### config.mk
export PLATFORM = sky130hd
export DESIGN_NAME = tap_merge_top
export DESIGN_NICKNAME = d
export VERILOG_FILES = /design/src/rtl/tap_merge_pkg.sv /design/src/rtl/tap_fifo.sv /design/src/rtl/tap_merge_datapath.sv /design/src/rtl/tap_merge_control.sv /design/src/rtl/tap_merge_top.sv
export SDC_FILE = /design/constraint.sdc
export NUM_CORES = 1
export LEC_CHECK = 0
export ABC_AREA = 1
export BUFFER_PORTS_ARGS = -buffer_cell sky130_fd_sc_hd__buf_2
export CAP_MARGIN = 10
export CORE_MARGIN = 5
export CORE_UTILIZATION = 45
export DETAILED_ROUTE_END_ITERATION = 6
export PLACE_DENSITY = 0.61
export SLEW_MARGIN = 20
export SYNTH_ARGS = -nofsm -noshare
export SYNTH_HDL_FRONTEND = slang
export SYNTH_HIERARCHICAL = 1
export SYNTH_SLANG_ARGS = --single-unit
### constraint.sdc
create_clock -name clk -period 4 [get_ports clk]
set_input_delay 0.8 -clock clk [delete_from_list [all_inputs] [get_ports clk]]
set_output_delay 0.8 -clock clk [all_outputs]
set_load 0.02 [all_outputs]
### src/rtl/tap_merge_pkg.sv
package tap_merge_pkg;
  localparam int unsigned NUM_TAPS  = 4;
  localparam int unsigned TAP_IDX_W = $clog2(NUM_TAPS);

  typedef enum logic {
    ST_IDLE    = 1'b0,
    ST_WRITING = 1'b1
  } arbState_t;

  // strobes from control to datapath
  typedef struct packed {
    logic                 pop;
    logic [TAP_IDX_W-1:0] sel;
  } fifoCtl_t;
endpackage

### src/rtl/tap_fifo.sv
module tap_fifo #(
  parameter int unsigned DATA_W = 8,
  parameter int unsigned DEPTH  = 4
) (
  input  logic              clk,
  input  logic              rst,
  input  logic              push,
  input  logic [DATA_W-1:0] pushData,
  input  logic              pushLast,
  input  logic              pop,
  output logic [DATA_W-1:0] headData,
  output logic              headLast,
  output logic              notEmpty,
  output logic              full
);
  localparam int unsigned PTR_W = $clog2(DEPTH);
  localparam int unsigned ENT_W = DATA_W + 1;

  logic [ENT_W-1:0] mem [DEPTH];
  logic [PTR_W:0]   wrPtr, rdPtr;

  assign notEmpty = (wrPtr != rdPtr);
  assign full     = (wrPtr[PTR_W] != rdPtr[PTR_W]) &&
                    (wrPtr[PTR_W-1:0] == rdPtr[PTR_W-1:0]);
  assign {headLast, headData} = mem[rdPtr[PTR_W-1:0]];

  always_ff @(posedge clk) begin
    if (push) mem[wrPtr[PTR_W-1:0]] <= {pushLast, pushData};
  end

  always_ff @(posedge clk) begin
    if (rst) begin
      wrPtr <= '0;
      rdPtr <= '0;
    end else begin
      if (push) wrPtr <= wrPtr + 1'b1;
      if (pop)  rdPtr <= rdPtr + 1'b1;
    end
  end

  // the controller must never pull from an empty buffer
  p_pop_has_data_r4: assert property (@(posedge clk) disable iff (rst)
    pop |-> notEmpty);
  // a write never lands on a full buffer
  p_push_has_room_r8: assert property (@(posedge clk) disable iff (rst)
    push |-> !full);
endmodule

### src/rtl/tap_merge_datapath.sv
module tap_merge_datapath
  import tap_merge_pkg::*;
#(
  parameter int unsigned DATA_W     = 8,
  parameter int unsigned FIFO_DEPTH = 4
) (
  input  logic                         clk,
  input  logic                         rst,
  input  logic [NUM_TAPS-1:0]          tapValid,
  input  logic [NUM_TAPS-1:0]          tapReady,
  input  logic [NUM_TAPS-1:0]          tapLast,
  input  logic [NUM_TAPS*DATA_W-1:0]   tapData,
  input  fifoCtl_t                     ctl,
  output logic [NUM_TAPS-1:0]          notEmpty,
  output logic [DATA_W-1:0]            headData,
  output logic                         headLast,
  output logic [NUM_TAPS-1:0]          overflow
);
  logic [DATA_W-1:0] headDataArr [NUM_TAPS];
  logic [NUM_TAPS-1:0] headLastArr;
  logic [NUM_TAPS-1:0] fifoFull;
  logic [NUM_TAPS-1:0] captured;
  logic [NUM_TAPS-1:0] pushEn;

  for (genvar i = 0; i < NUM_TAPS; i++) begin : g_tap
    logic popEn;
    assign captured[i] = tapValid[i] & tapReady[i];
    assign pushEn[i]   = captured[i] & ~fifoFull[i];
    assign popEn       = ctl.pop && (ctl.sel == TAP_IDX_W'(i));

    tap_fifo #(.DATA_W(DATA_W), .DEPTH(FIFO_DEPTH)) u_fifo (
      .clk      (clk),
      .rst      (rst),
      .push     (pushEn[i]),
      .pushData (tapData[i*DATA_W +: DATA_W]),
      .pushLast (tapLast[i]),
      .pop      (popEn),
      .headData (headDataArr[i]),
      .headLast (headLastArr[i]),
      .notEmpty (notEmpty[i]),
      .full     (fifoFull[i])
    );

    always_ff @(posedge clk) begin
      if (rst)                            overflow[i] <= 1'b0;
      else if (captured[i] & fifoFull[i]) overflow[i] <= 1'b1;
    end

    // once raised, a drop flag stays up until reset
    p_ovf_sticky_r8: assert property (@(posedge clk) disable iff (rst)
      overflow[i] |=> overflow[i]);
  end

  assign headData = headDataArr[ctl.sel];
  assign headLast = headLastArr[ctl.sel];
endmodule

### src/rtl/tap_merge_control.sv
module tap_merge_control
  import tap_merge_pkg::*;
(
  input  logic                clk,
  input  logic                rst,
  input  logic [NUM_TAPS-1:0] notEmpty,
  input  logic                headLast,
  input  logic                outReady,
  output logic                outValid,
  output fifoCtl_t            ctl
);
  arbState_t            state;
  logic [TAP_IDX_W-1:0] grant;
  logic [TAP_IDX_W-1:0] pick;
  logic                 anyReq;
  logic                 xfer;

  always_comb begin
    pick = '0;
    for (int i = NUM_TAPS - 1; i >= 0; i--) begin
      if (notEmpty[i]) pick = TAP_IDX_W'(i);
    end
  end

  assign anyReq   = |notEmpty;
  assign outValid = (state == ST_WRITING) && notEmpty[grant];
  assign xfer     = outValid && outReady;
  assign ctl.pop  = xfer;
  assign ctl.sel  = grant;

  always_ff @(posedge clk) begin
    if (rst) begin
      state <= ST_IDLE;
      grant <= '0;
    end else begin
      unique case (state)
        ST_IDLE: if (anyReq) begin
          grant <= pick;
          state <= ST_WRITING;
        end
        ST_WRITING: if (xfer && headLast) state <= ST_IDLE;
        default: state <= ST_IDLE;
      endcase
    end
  end

  // a waiting top-priority input wins the next idle decision
  p_top_priority_r3: assert property (@(posedge clk) disable iff (rst)
    (state == ST_IDLE && notEmpty[0]) |=> (state == ST_WRITING && grant == '0));
  // the grant does not move while a packet is open
  p_grant_locked_r5: assert property (@(posedge clk) disable iff (rst)
    (state == ST_WRITING && !(xfer && headLast)) |=>
      (state == ST_WRITING && $stable(grant)));
  // an accepted last beat closes the packet
  p_last_to_idle_r6: assert property (@(posedge clk) disable iff (rst)
    (xfer && headLast) |=> (state == ST_IDLE));
endmodule

### src/rtl/tap_merge_top.sv
module tap_merge_top
  import tap_merge_pkg::*;
#(
  parameter int unsigned DATA_W     = 8,
  parameter int unsigned FIFO_DEPTH = 4
) (
  input  logic                       clk,
  input  logic                       rst,
  input  logic [NUM_TAPS-1:0]        tapValid,
  input  logic [NUM_TAPS-1:0]        tapReady,
  input  logic [NUM_TAPS-1:0]        tapLast,
  input  logic [NUM_TAPS*DATA_W-1:0] tapData,
  output logic                       outValid,
  input  logic                       outReady,
  output logic [DATA_W-1:0]          outData,
  output logic                       outLast,
  output logic [NUM_TAPS-1:0]        overflow
);
  fifoCtl_t            ctl;
  logic [NUM_TAPS-1:0] notEmpty;

  tap_merge_datapath #(.DATA_W(DATA_W), .FIFO_DEPTH(FIFO_DEPTH)) u_dp (
    .clk      (clk),
    .rst      (rst),
    .tapValid (tapValid),
    .tapReady (tapReady),
    .tapLast  (tapLast),
    .tapData  (tapData),
    .ctl      (ctl),
    .notEmpty (notEmpty),
    .headData (outData),
    .headLast (outLast),
    .overflow (overflow)
  );

  tap_merge_control u_ctl (
    .clk      (clk),
    .rst      (rst),
    .notEmpty (notEmpty),
    .headLast (outLast),
    .outReady (outReady),
    .outValid (outValid),
    .ctl      (ctl)
  );

  // an offered beat is held unchanged until taken
  p_hold_stalled_r7: assert property (@(posedge clk) disable iff (rst)
    (outValid && !outReady) |=> (outValid && $stable(outData) && $stable(outLast)));
endmodule

==> results_tabular.tex <==
\begin{tabular}{lr}
\hline
Metric & Value \\
\hline
\multicolumn{2}{l}{\textbf{Logic synthesis}} \\
Post-synth EDFFs & 144 \\
Main combinational cell family by area after synthesis & simple AND/OR/NAND/NOR gates \\
YS warnings & 6 \\
Asr flop ratio synth & 0\% \\
Primary FF master, synth & sky130\_fd\_sc\_hd\_\_edfxtp\_1 \\
Arithmetic-cell share of the synthesized area counting full adders, half adders and majority gates & 2.99\% \\
FF+latch count, synth & 183 \\
Number of distinct library cells after synthesis & 32 \\
XOR/XNOR share of the synthesized area & 0.837\% \\
Mux contribution to synthesized area & 0\% \\
Cell area after technology mapping & 8370 µm² \\
Gate count of the mapped netlist & 846 \\
Post-synthesis average cell area & 9.89 µm² \\
Fraction of the mapped netlist area in simple logic gates & 19.9\% \\
Synthesized net count & 913 \\
Synthesized-area fraction occupied by ao, oa, aoi and oai cells & 6.10\% \\
Sequential share of the synthesized area & 61.0\% \\
\multicolumn{2}{l}{\textbf{Setup path}} \\
Arrival time at the worst endpoint & 2360 ps \\
Req. time, crit path & 3200 ps \\
Critical path start-end classification & flop to output port \\
Type of element capturing the critical path & output port \\
Kind of start point of the critical path & flop \\
Biggest fanout along the worst timing path & 24 \\
\multicolumn{2}{l}{\textbf{Clocking}} \\
CTS tree & built \\
TritonCTS Sinks & 183 \\
CTS clk-pin slew, worst paths & 60 ps \\
Worst skew pair latency & 420 ps \\
Clock buffer count from CTS & 17 \\
H-tree level count & 4 \\
Clock Tree Root & sky130\_fd\_sc\_hd\_\_clkbuf\_16 \\
Worst-case clock buffer depth & 2 \\
Post-CTS setup buffer count & 0 \\
Hold buffer count at cts & 0 \\
Count of cells resized by post-cts repair & 0 \\
\multicolumn{2}{l}{\textbf{STA}} \\
Share of the clock period used by the worst path & 79.0\% \\
Max-slew violation count & 0 \\
Final count of hold timing violations & 0 \\
Worst slew pin tran & 888 ps \\
Final number of setup-violating endpoints & 0 \\
Worst Hold Slack & 446 ps \\
Peak clock frequency supported by timing & 317 MHz \\
Unrepaired setup endpoints after global routing & no \\
Fin Clk Skew & 19.9 ps \\
Clock period minus worst slack & 3160 ps \\
Final-layout setup total negative slack & 0 ps \\
Max-Slew Margin vs Limit & 40.7\% \\
\multicolumn{2}{l}{\textbf{Route}} \\
Number of antenna-violating nets in the routed design & 0 \\
Drc violations & 0 \\
DR iter-0 viols & 328 \\
1st-pass router iterations & 4 \\
Routed WL per cell & 13.8 µm \\
Routed via count divided by cell count & 4.67 \\
Number of vias after detailed routing & 5339 \\
Wirelength, routed & 15800 µm \\
\multicolumn{2}{l}{\textbf{Die}} \\
Die H & 146 µm \\
Chip Width & 146 µm \\
Placeable Area & 18100 µm² \\
Rows & 49 \\
Starting utilization of the core area & 46.1\% \\
Number of top-level pins & 61 \\
Die area & 21400 µm² \\
\multicolumn{2}{l}{\textbf{Layout}} \\
Final design instance area without fill & 9320 µm² \\
Share of cells above drive strength 1 & 15.0\% \\
Relative area change from synthesis to final layout & 11.4\% \\
Diode insertion count for antenna repair & 0 \\
Leading cell type in the layout, fill and taps excluded & sky130\_fd\_sc\_hd\_\_nand2\_1 \\
Final nets & 969 \\
Most frequent cells in the layout & sky130\_fd\_sc\_hd\_\_nand2\_1, sky130\_fd\_sc\_hd\_\_edfxtp\_1, sky130\_fd\_sc\_hd\_\_inv\_1, sky130\_fd\_sc\_hd\_\_nor2\_1, sky130\_fd\_sc\_hd\_\_buf\_2 \\
\multicolumn{2}{l}{\textbf{Place}} \\
Detail Placement HPWL & 11100 µm \\
Standard cell area after detailed placement & 8730 µm² \\
Final weighted congestion of routability-driven global placement & 0.818 \\
Count of buffers inserted at the top-level ports & 60 \\
\multicolumn{2}{l}{\textbf{Global route}} \\
Total grt overflow & 0 \\
Initial antenna violation count & 0 \\
GRT Overall Usage & 15.1\% \\
Maximum number of pins on one net before global-route repair & 37 \\
Number of global-route vias before repair & 5213 \\
Wire length of the first global-routing pass & 25600 µm \\
\multicolumn{2}{l}{\textbf{Pwr}} \\
Power per cell area & 467 nW/µm² \\
Peak supply drop & 0.298 mV \\
Tot Pwr & 4.36 mW \\
Static power due to leakage & 3.92 nW \\
\multicolumn{2}{l}{\textbf{Job}} \\
\# Max-Cap Violations & 0 \\
\multicolumn{2}{l}{\textbf{Outcome}} \\
Result of the run & completed \\
\multicolumn{2}{l}{\textbf{Hold path}} \\
Worst hold path type & flop to flop \\
\hline
\end{tabular}
-- where the power goes --
| group | total, mW | switching, mW | internal (mW) | leakage (nW) |
|---|---|---|---|---|
| clock | 1.66 | 0.646 | 1.01 | 0.286 |
| combinational | 0.536 | 0.365 | 0.172 | 2.01 |
| sequential | 2.16 | 0.0553 | 2.11 | 1.62 |
-- cell families (layout without fill, tap and decap cells) --
group                      Yosys count  count (layout)
DFF                                183             183
xor gates and xnor gates             8               8
AOI/OAI and AO/OA                   75              75
adders and majority gates           20              20
buffers and inverters              163             232
and+or+nand+nor                    397             397
-- sequential cells by signal, summed over array words and instances (netlist names), named ones only --
signal                   flops
u_ctl/grant                  2
u_ctl/state                  1
u_dp/g_tap.u_fifo/mem      144
u_dp/g_tap.u_fifo/rdPtr     12
u_dp/g_tap.u_fifo/wrPtr     12
u_dp/overflow                4
-- cells in the mapped netlist, drive strengths merged, types with 4 or more instances --
master / n / area (µm²)
nand2: 276 / 1090
edfxtp: 144 / 4320
inv: 136 / 510
nor2: 65 / 246
dfxtp: 39 / 781
o211ai: 36 / 290
nand3: 32 / 170
buf: 27 / 255
a21oi: 24 / 124
ha: 20 / 250
or2: 18 / 113
o21ai: 13 / 76.3
xnor2: 8 / 70.1
nor3: 4 / 35.0
-- cell type report --
| type | instances | area (µm²) |
|---|---|---|
| Tap cell | 229 | 287 |
| Inverter | 136 | 510 |
| Timing Repair Buffer | 64 | 330 |
| Sequential cell | 183 | 5100 |
| Clock buffer | 23 | 468 |
| Multi-Input combinational cell | 500 | 2500 |
| Fill cell | 1657 | 8820 |
| Clock inverter | 9 | 124 |
-- critical path, cell delays in order, from the launching register on --
cell and delay [ps]:
sky130_fd_sc_hd__dfxtp_1 900, sky130_fd_sc_hd__inv_2 470, sky130_fd_sc_hd__nand2_2 180, sky130_fd_sc_hd__nand2_1 70, sky130_fd_sc_hd__nand2_1 110, sky130_fd_sc_hd__nand2_1 60
sky130_fd_sc_hd__buf_2 160
-- path summary, 6_finish.rpt --
path                    startpoint                            end  slack (ps)  depth (start not counted)
setup / recovery    u_ctl/grant[0]                     outData[0]         840                          6
hold / removal    u_dp/overflow[3]               u_dp/overflow[3]         450                          2
setup reg to reg    u_ctl/grant[0]  u_dp/g_tap[0].u_fifo/rdPtr[1]        1560                          9
hold reg to reg   u_dp/overflow[3]               u_dp/overflow[3]         450                          2
-- per-layer routing --
metal,global-route usage (%),wire [µm],vias to the layer above
met5,0,0,-
met4,4.80,214,0
met3,3.84,693,12
met2,25.2,7520,88
met1,19.5,7370,2423
li1,-,-,2816
-- metrics by stage --
step | setup WS [ps] | std cells | utilization, %
2_1_floorplan | 1990 | 846 | -
3_3_place_gp | 1300 | 1112 | 48.1
3_5_place_dp | 1320 | 1112 | 48.1
4_1_cts | 865 | 1144 | 51.4
5_1_grt | 659 | 1144 | 51.4
6_report | 841 | 1144 | 51.4
No activity file was read; power rests on OpenSTA's default activity.
